File: config.mk
export PLATFORM = sky130hd
export DESIGN_NAME = bitu_core
export DESIGN_NICKNAME = d
export VERILOG_FILES = /design/src/rtl/bitu_pkg.sv /design/src/rtl/bitu_decode.sv /design/src/rtl/bitu_alu.sv /design/src/rtl/bitu_core.sv
export SDC_FILE = /design/constraint.sdc
export NUM_CORES = 1
export LEC_CHECK = 0
export CAP_MARGIN = 20
export CELL_PAD_IN_SITES_DETAIL_PLACEMENT = 2
export CELL_PAD_IN_SITES_GLOBAL_PLACEMENT = 2
export CORE_MARGIN = 3
export CORE_UTILIZATION = 33
export CTS_CLUSTER_DIAMETER = 200
export DETAILED_ROUTE_END_ITERATION = 10
export PLACE_DENSITY = 0.95
export SYNTH_ARGS = -nofsm -noshare
export SYNTH_HDL_FRONTEND = slang
export SYNTH_SLANG_ARGS = --single-unit
File: constraint.sdc
create_clock -name clk -period 0.99 [get_ports clk]
set_input_delay 0.1485 -clock clk [delete_from_list [all_inputs] [get_ports clk]]
set_output_delay 0.1485 -clock clk [all_outputs]
set_load 0.1 [all_outputs]
File: src/rtl/bitu_pkg.sv
package bitu_pkg;

    typedef enum logic {
        ST_IDLE,
        ST_RESULT
    } bitu_state_e;

    typedef enum logic [3:0] {
        CL_SET,
        CL_CLR,
        CL_FLIP,
        CL_TEST,
        CL_LOAD,
        CL_STORE,
        CL_AND,
        CL_OR,
        CL_XOR,
        CL_NOP
    } bitu_cls_e;

endpackage

File: src/rtl/bitu_decode.sv
module bitu_decode
    import bitu_pkg::*;
(
    input  logic [3:0] op_code,
    output bitu_cls_e  cls,
    output logic       inv
);
    // Codes 4..13 come in pairs; the odd member is the complement form.
    always_comb begin
        inv = op_code[0];
        case (op_code)
            4'd0:         cls = CL_SET;
            4'd1:         cls = CL_CLR;
            4'd2:         cls = CL_FLIP;
            4'd3:         cls = CL_TEST;
            4'd4, 4'd5:   cls = CL_LOAD;
            4'd6, 4'd7:   cls = CL_STORE;
            4'd8, 4'd9:   cls = CL_AND;
            4'd10, 4'd11: cls = CL_OR;
            4'd12, 4'd13: cls = CL_XOR;
            default:      cls = CL_NOP;
        endcase
    end
endmodule

File: src/rtl/bitu_alu.sv
module bitu_alu
    import bitu_pkg::*;
#(
    parameter int DATA_W = 8,
    parameter int SEL_W  = $clog2(DATA_W)
) (
    input  bitu_cls_e         cls,
    input  logic              inv,
    input  logic [DATA_W-1:0] opnd,
    input  logic [SEL_W-1:0]  sel,
    input  logic              c_in,
    output logic [DATA_W-1:0] nbyte,
    output logic              wr,
    output logic              nc,
    output logic              c_upd,
    output logic              nz,
    output logic              z_upd
);
    logic [DATA_W-1:0] mask;
    logic              bit_v;
    logic              bit_s;
    logic              src_c;

    // One-hot mask: a single one placed at the selected position.
    for (genvar g = 0; g < DATA_W; g++) begin : g_mask
        assign mask[g] = (sel == SEL_W'(g));
    end

    assign bit_v = |(opnd & mask);
    assign bit_s = bit_v ^ inv;
    assign src_c = c_in ^ inv;

    always_comb begin
        nbyte = opnd;
        wr    = 1'b0;
        nc    = c_in;
        c_upd = 1'b0;
        nz    = 1'b0;
        z_upd = 1'b0;
        unique case (cls)
            CL_SET:   begin nbyte = opnd | mask;  wr = 1'b1; end
            CL_CLR:   begin nbyte = opnd & ~mask; wr = 1'b1; end
            CL_FLIP:  begin nbyte = opnd ^ mask;  wr = 1'b1; end
            CL_TEST:  begin nz = ~bit_v; z_upd = 1'b1; end
            CL_LOAD:  begin nc = bit_s; c_upd = 1'b1; end
            CL_STORE: begin
                nbyte = (opnd & ~mask) | (src_c ? mask : '0);
                wr    = 1'b1;
            end
            CL_AND:   begin nc = bit_s & c_in; c_upd = 1'b1; end
            CL_OR:    begin nc = bit_s | c_in; c_upd = 1'b1; end
            CL_XOR:   begin nc = bit_s ^ c_in; c_upd = 1'b1; end
            CL_NOP:   begin end
        endcase
    end
endmodule

File: src/rtl/bitu_core.sv
module bitu_core
    import bitu_pkg::*;
#(
    parameter int DATA_W = 8,
    parameter int IDX_W  = 4
) (
    input  logic              clk,
    input  logic              rst_n,
    input  logic              op_valid,
    input  logic [3:0]        op_code,
    input  logic [DATA_W-1:0] opnd,
    input  logic [IDX_W-1:0]  bit_idx,
    input  logic              c_in,
    output logic              res_valid,
    output logic [DATA_W-1:0] res_byte,
    output logic              res_wr,
    output logic              res_c,
    output logic              res_c_upd,
    output logic              res_z,
    output logic              res_z_upd
);
    localparam int SEL_W = $clog2(DATA_W);

    bitu_state_e       state, state_nx;
    bitu_cls_e         cls;
    logic              inv;
    logic [DATA_W-1:0] nbyte;
    logic              wr, nc, c_upd, nz, z_upd;
    logic              unused_idx;

    // Upper index bits are deliberately ignored (index wraps modulo width).
    assign unused_idx = ^bit_idx;

    bitu_decode u_dec (
        .op_code (op_code),
        .cls     (cls),
        .inv     (inv)
    );

    bitu_alu #(.DATA_W(DATA_W), .SEL_W(SEL_W)) u_alu (
        .cls   (cls),
        .inv   (inv),
        .opnd  (opnd),
        .sel   (bit_idx[SEL_W-1:0]),
        .c_in  (c_in),
        .nbyte (nbyte),
        .wr    (wr),
        .nc    (nc),
        .c_upd (c_upd),
        .nz    (nz),
        .z_upd (z_upd)
    );

    always_comb begin
        state_nx = state;
        unique case (state)
            ST_IDLE:   if (op_valid) state_nx = ST_RESULT;
            ST_RESULT: if (!op_valid) state_nx = ST_IDLE;
        endcase
    end

    // State register
    always_ff @(posedge clk or negedge rst_n) begin
        if (!rst_n) state <= ST_IDLE;
        else        state <= state_nx;
    end

    // Output register: data held between requests, enables are one-cycle
    always_ff @(posedge clk or negedge rst_n) begin
        if (!rst_n) begin
            res_byte  <= '0;
            res_wr    <= 1'b0;
            res_c     <= 1'b0;
            res_c_upd <= 1'b0;
            res_z     <= 1'b0;
            res_z_upd <= 1'b0;
        end else if (op_valid) begin
            res_byte  <= nbyte;
            res_wr    <= wr;
            res_c     <= nc;
            res_c_upd <= c_upd;
            res_z     <= nz;
            res_z_upd <= z_upd;
        end else begin
            res_wr    <= 1'b0;
            res_c_upd <= 1'b0;
            res_z_upd <= 1'b0;
        end
    end

    assign res_valid = (state == ST_RESULT);

endmodule

==> results.toml, run 1 <==
[clock_network]
cts_max_level = 1
cts.sinks = 14
post-cts-setup-buffers = 28
cts_resized = 142
cts_hold_buf = 0
cts_buffers = 3
clockRootBuffer = "clkbuf_8"
cts_max_path_buffers = 2

[synthesis]
synth_top_area_share = 0.2293
synth_ff_type = "dfrtp_1"
yosys_warnings = 0
synth_fp_nets = 215
synth_edf_count = 0
ys_seq_elements = 14
yosys-top-cells-area = "dfrtp_1 23%, ha_1 23%, inv_1 4.9%"
synthCells = 167
synth.largest_area_cell = "dfrtp_1"
netlist_area_um2 = 1528
synth_async_sr_flop_share = 1.000
synth_cell_types = 41
syn_avg_cell_area_um2 = 9.148
yosysSeqAreaShare = 0.2293

[placement]
io_buffer_count = 32
place_congestion = 0.9340
placed_cells = 286
hpwlAfterDp_um = 5860

[die]
io_pins = 34
fp.dieW_um = 74.04
dieHeight_um = 74.04
initial_core_util = 0.3461
row_count = 24

[run_status]
tool.error = "[ERROR DPL-0033] detailed placement checks failed during check placement."
status = "aborted with a tool error"
stop_stage = "clock tree synthesis"
==> cells in the mapped netlist, drive strengths merged (3+ instances only) <==
master and instances:
buf 3, o2bb2ai 8, nand2 5, dfrtp 14, ha 28, nor3 3
a21oi 3, inv 22, and3 9, o21ai 10, o22ai 8, nor2 12
nor4 3, mux2i 7, a2111oi 8, nor3b 4, clkbuf 3
==> kinds of logic after synthesis <==
kind of cell,after synthesis,synth area share
flip-flops,14,0.2293
buffers and inverters,28,0.07535
XOR/XNOR,2,0.01147
AO/OA/AOI/OAI,43,0.2170
multiplexers,7,0.04587
AND/OR/NAND/NOR,45,0.1917
adder cells (fa/ha/maj),28,0.2293
==> metrics by stage <==
step           area (um^2)  setup slack, ps
2_1_floorplan         1628           -889.8
3_3_place_gp          2421            -1666
3_5_place_dp          2421            -1973
==> inputs of run 2 (changes only) <==
CELL_PAD_IN_SITES_DETAIL_PLACEMENT = default   (was 2)
CELL_PAD_IN_SITES_GLOBAL_PLACEMENT = default   (was 2)
CORE_UTILIZATION = 40   (was 33)
CTS_CLUSTER_DIAMETER = default   (was 200)
PLACE_DENSITY = default   (was 0.95)
PLACE_DENSITY_LB_ADDON = 0.15   (was default)
==> results.toml, run 2 <==
[synthesis]
synth_async_sr_flop_share = 1.000
netlist_area_um2 = 1528
ys_seq_elements = 14
synth_ff_type = "dfrtp_1"
yosys.area_share.simple = 0.1916
yosys-top-cells-area = "dfrtp_1 23%, ha_1 23%, inv_1 4.9%"
synth_fp_nets = 215
yosys_warnings = 0
synthCells = 167
yosysMostFrequentCell = "ha_1"
synth_cell_types = 41
synthAdderAreaFrac = 0.2293
synth_top_family_by_area = "adder cells"
synthXorXnorAreaFrac = 0.01147
synth_edf_count = 0
synth_mux_area_frac = 0.04586
synth.largest_area_cell = "dfrtp_1"
synth_compound_area_frac = 0.2170
synth_top_area_share = 0.2293
yosysSeqAreaShare = 0.2293
synth_commonest_cells = "28 x ha_1, 20 x inv_1, 14 x dfrtp_1"
syn_avg_cell_area_um2 = 9.148

[grt]
grt_pass1_vias = 1865
grt_pass1_wl_um = 8990
antenna_found_initial = 0
grt.overflow.total = 0
grt_usage = 0.2622
grt_max_degree = 15

[worst_setup_path]
cp_num_buf_inv = 3
crit_type = "in2reg"
critical_path.top_delay_family = "simple AND/OR/NAND/NOR gates"
startpoint = "bit_idx[0]"
crit_path_end_kind = "register"
r2r_start = "res_z"
path_cells = "buf_8, buf_4, nor3_2, ha_2, nor4_4, nand2_1, xnor2_2, inv_1, ha_2, nand2b_1, o21ai_1, nand4_1, nand2_1, o31a_1"
cpPeakStageDelay_ps = 350
cp.required_ps = 1110
slowest_stage = "nor3_2"
cp-start-kind = "input pin"
critPathArrivalTime_ps = 2140
cp_max_fo = 8

[routing]
wl_per_cell_um = 21.95
via_per_inst = 6.063
drt_first_pass_iters = 4
vias = 1837
drcViolationCount = 0
wirelength_um = 6652
ant_nets = 0
drtIter0Drc = 110

[timing]
clock_skew_ps = 0
fin_crit_sh = 2.034
fin_crit_ps = 2014
slew_violations = 0
clock.fmax_mhz = 496.5
rsz0062_at_grt = "true"
tightest_slew_ps = 367.3
hold_viol = 0
fin_hold_ws_ps = 228.0
setup_ws_ps = -1024
final-setup-viol-count = 19
slew-limit-headroom = 0.7538

[die]
row_count = 21
io_pins = 34
fp.dieW_um = 67.80
die_area_um2 = 4597
initial_core_util = 0.4372
core_area_um2 = 3495
dieHeight_um = 67.80

[clock_network]
cts_max_level = 1
clockRootBuffer = "clkbuf_8"
clock_latency_ps = 250
cts.sinks = 14
cts_buffers = 3
clkSlewWorstSetupHoldPaths_ps = 70
cts_tree = "built"
cts_max_path_buffers = 2

[run_status]
violations = "negative setup slack"
status = "finished with violations"

[placement]
place_congestion = 0.8567
placed_cell_area_um2 = 2426
io_buffer_count = 32
post-place-ws_ps = -1752
hpwlAfterDp_um = 3479

[layout]
drive_gt1_frac = 0.6498
n_fill_cell = 168
multi_input_area_um2 = 1495
final_area_um2 = 3019
syn2layout_area_growth_pct = 97.63
most-common-layout-cells = "51 x buf_4, 16 x buf_12, 13 x inv_1, 13 x ha_1, 13 x dfrtp_2"
seq_area_um2 = 366.6
antenna_cells = 0
largest_register_ffs = 8
regMostFlops = "res_byte"
num-nets-final = 306
mostFrequentLayoutCell = "buf_4"

[power_and_ir_drop]
intPower_w = 0.001814
p_switching_w = 0.001377
ir_drop_uv = 883.7
pwr_density_cell_nw_per_um2 = 1057
p_sw_frac = 0.4315
leakage_nw = 1.296
power_frac_clock = 0.176
combPwrFrac = 0.596
p_seq_frac = 0.228

[min_path]
hp-class = "in2async"

[run]
maxCapViolations = 0
[run 2: cell counts after synthesis]
No cell type changed its count.
[run 2: worst register-to-register path, delay by kind of cell, from the launching register on]
| family | cells | cell delay, ps |
|---|---|---|
| compound gates | 1 | 220 |
| buf+inv | 1 | 150 |
| flops | 1 | 430 |
[run 2: worst paths after layout]
check / end / slack [ps] / cells after the start
setup reg to reg: res_z / 80 / 2
hold / removal: res_byte[3] / 230 / 2
hold reg to reg: res_byte[2] / 540 / 1
max in group asynchronous: res_z_upd / 560 / 2
setup / recovery: res_c / -1020 / 14
min in group clk: res_valid / 390 / 2
[run 2: layout make-up]
class / count / share of cell area
sequential: 14 / 0.1214
clock buffer: 4 / 0.01823
multi-input combinational: 126 / 0.4952
timing repair buffer: 91 / 0.3162
inverter: 22 / 0.02984
tap: 46 / 0.01906
[run 2: metal layers]
layer	up-vias	GRT usage	wire (um)
met2	106	0.4544	3263
met4	0	0.09926	370
met1	890	0.3239	2539
met5	-	0	0
met3	40	0.04160	478
li1	801	-	-
[run 2: power groups by stage]
stage / Combinational, W / Sequential (W) / Clock (W)
floorplan: 0.000403 / 0.00118 / 0
global placement: 0.00149 / 0.000733 / 0
detailed placement: 0.00152 / 0.000736 / 0
CTS: 0.00174 / 0.000725 / 0.000566
global route: 0.00196 / 0.000733 / 0.000600
finish: 0.00190 / 0.000728 / 0.000561
[run 2: kinds of logic (layout without fill, tap and decap cells)]
| group | after synthesis | count (layout) |
|---|---|---|
| AO/OA/AOI/OAI | 43 | 44 |
| adder cells (fa/ha/maj) | 28 | 28 |
| buffers and inverters | 28 | 117 |
| multiplexers | 7 | 7 |
| flip-flops | 14 | 14 |
| XOR/XNOR | 2 | 2 |
| AND/OR/NAND/NOR | 45 | 45 |
[run 2: repair_timing]
action | CTS | global route
setup buffers | 15 | 5
hold buffers | 0 | 0
resized for setup | 107 | 26
setup endpoints to repair | 23 | 22
pin swaps | 30 | 16
cloned | 1 | 0
[run 2: per-stage QoR]
stage               cells  total power, W  utilization  setup TNS, ps
floorplan             167        0.001581            -          -5633
global placement      280        0.002221       0.6942         -13000
detailed placement    280        0.002259       0.6942         -13690
CTS                   299        0.003032       0.8167          -3794
global route          303        0.003296       0.8639          -5339
finish                303        0.003191       0.8639          -4722
Note: power is estimated with default switching activity, not from simulation.
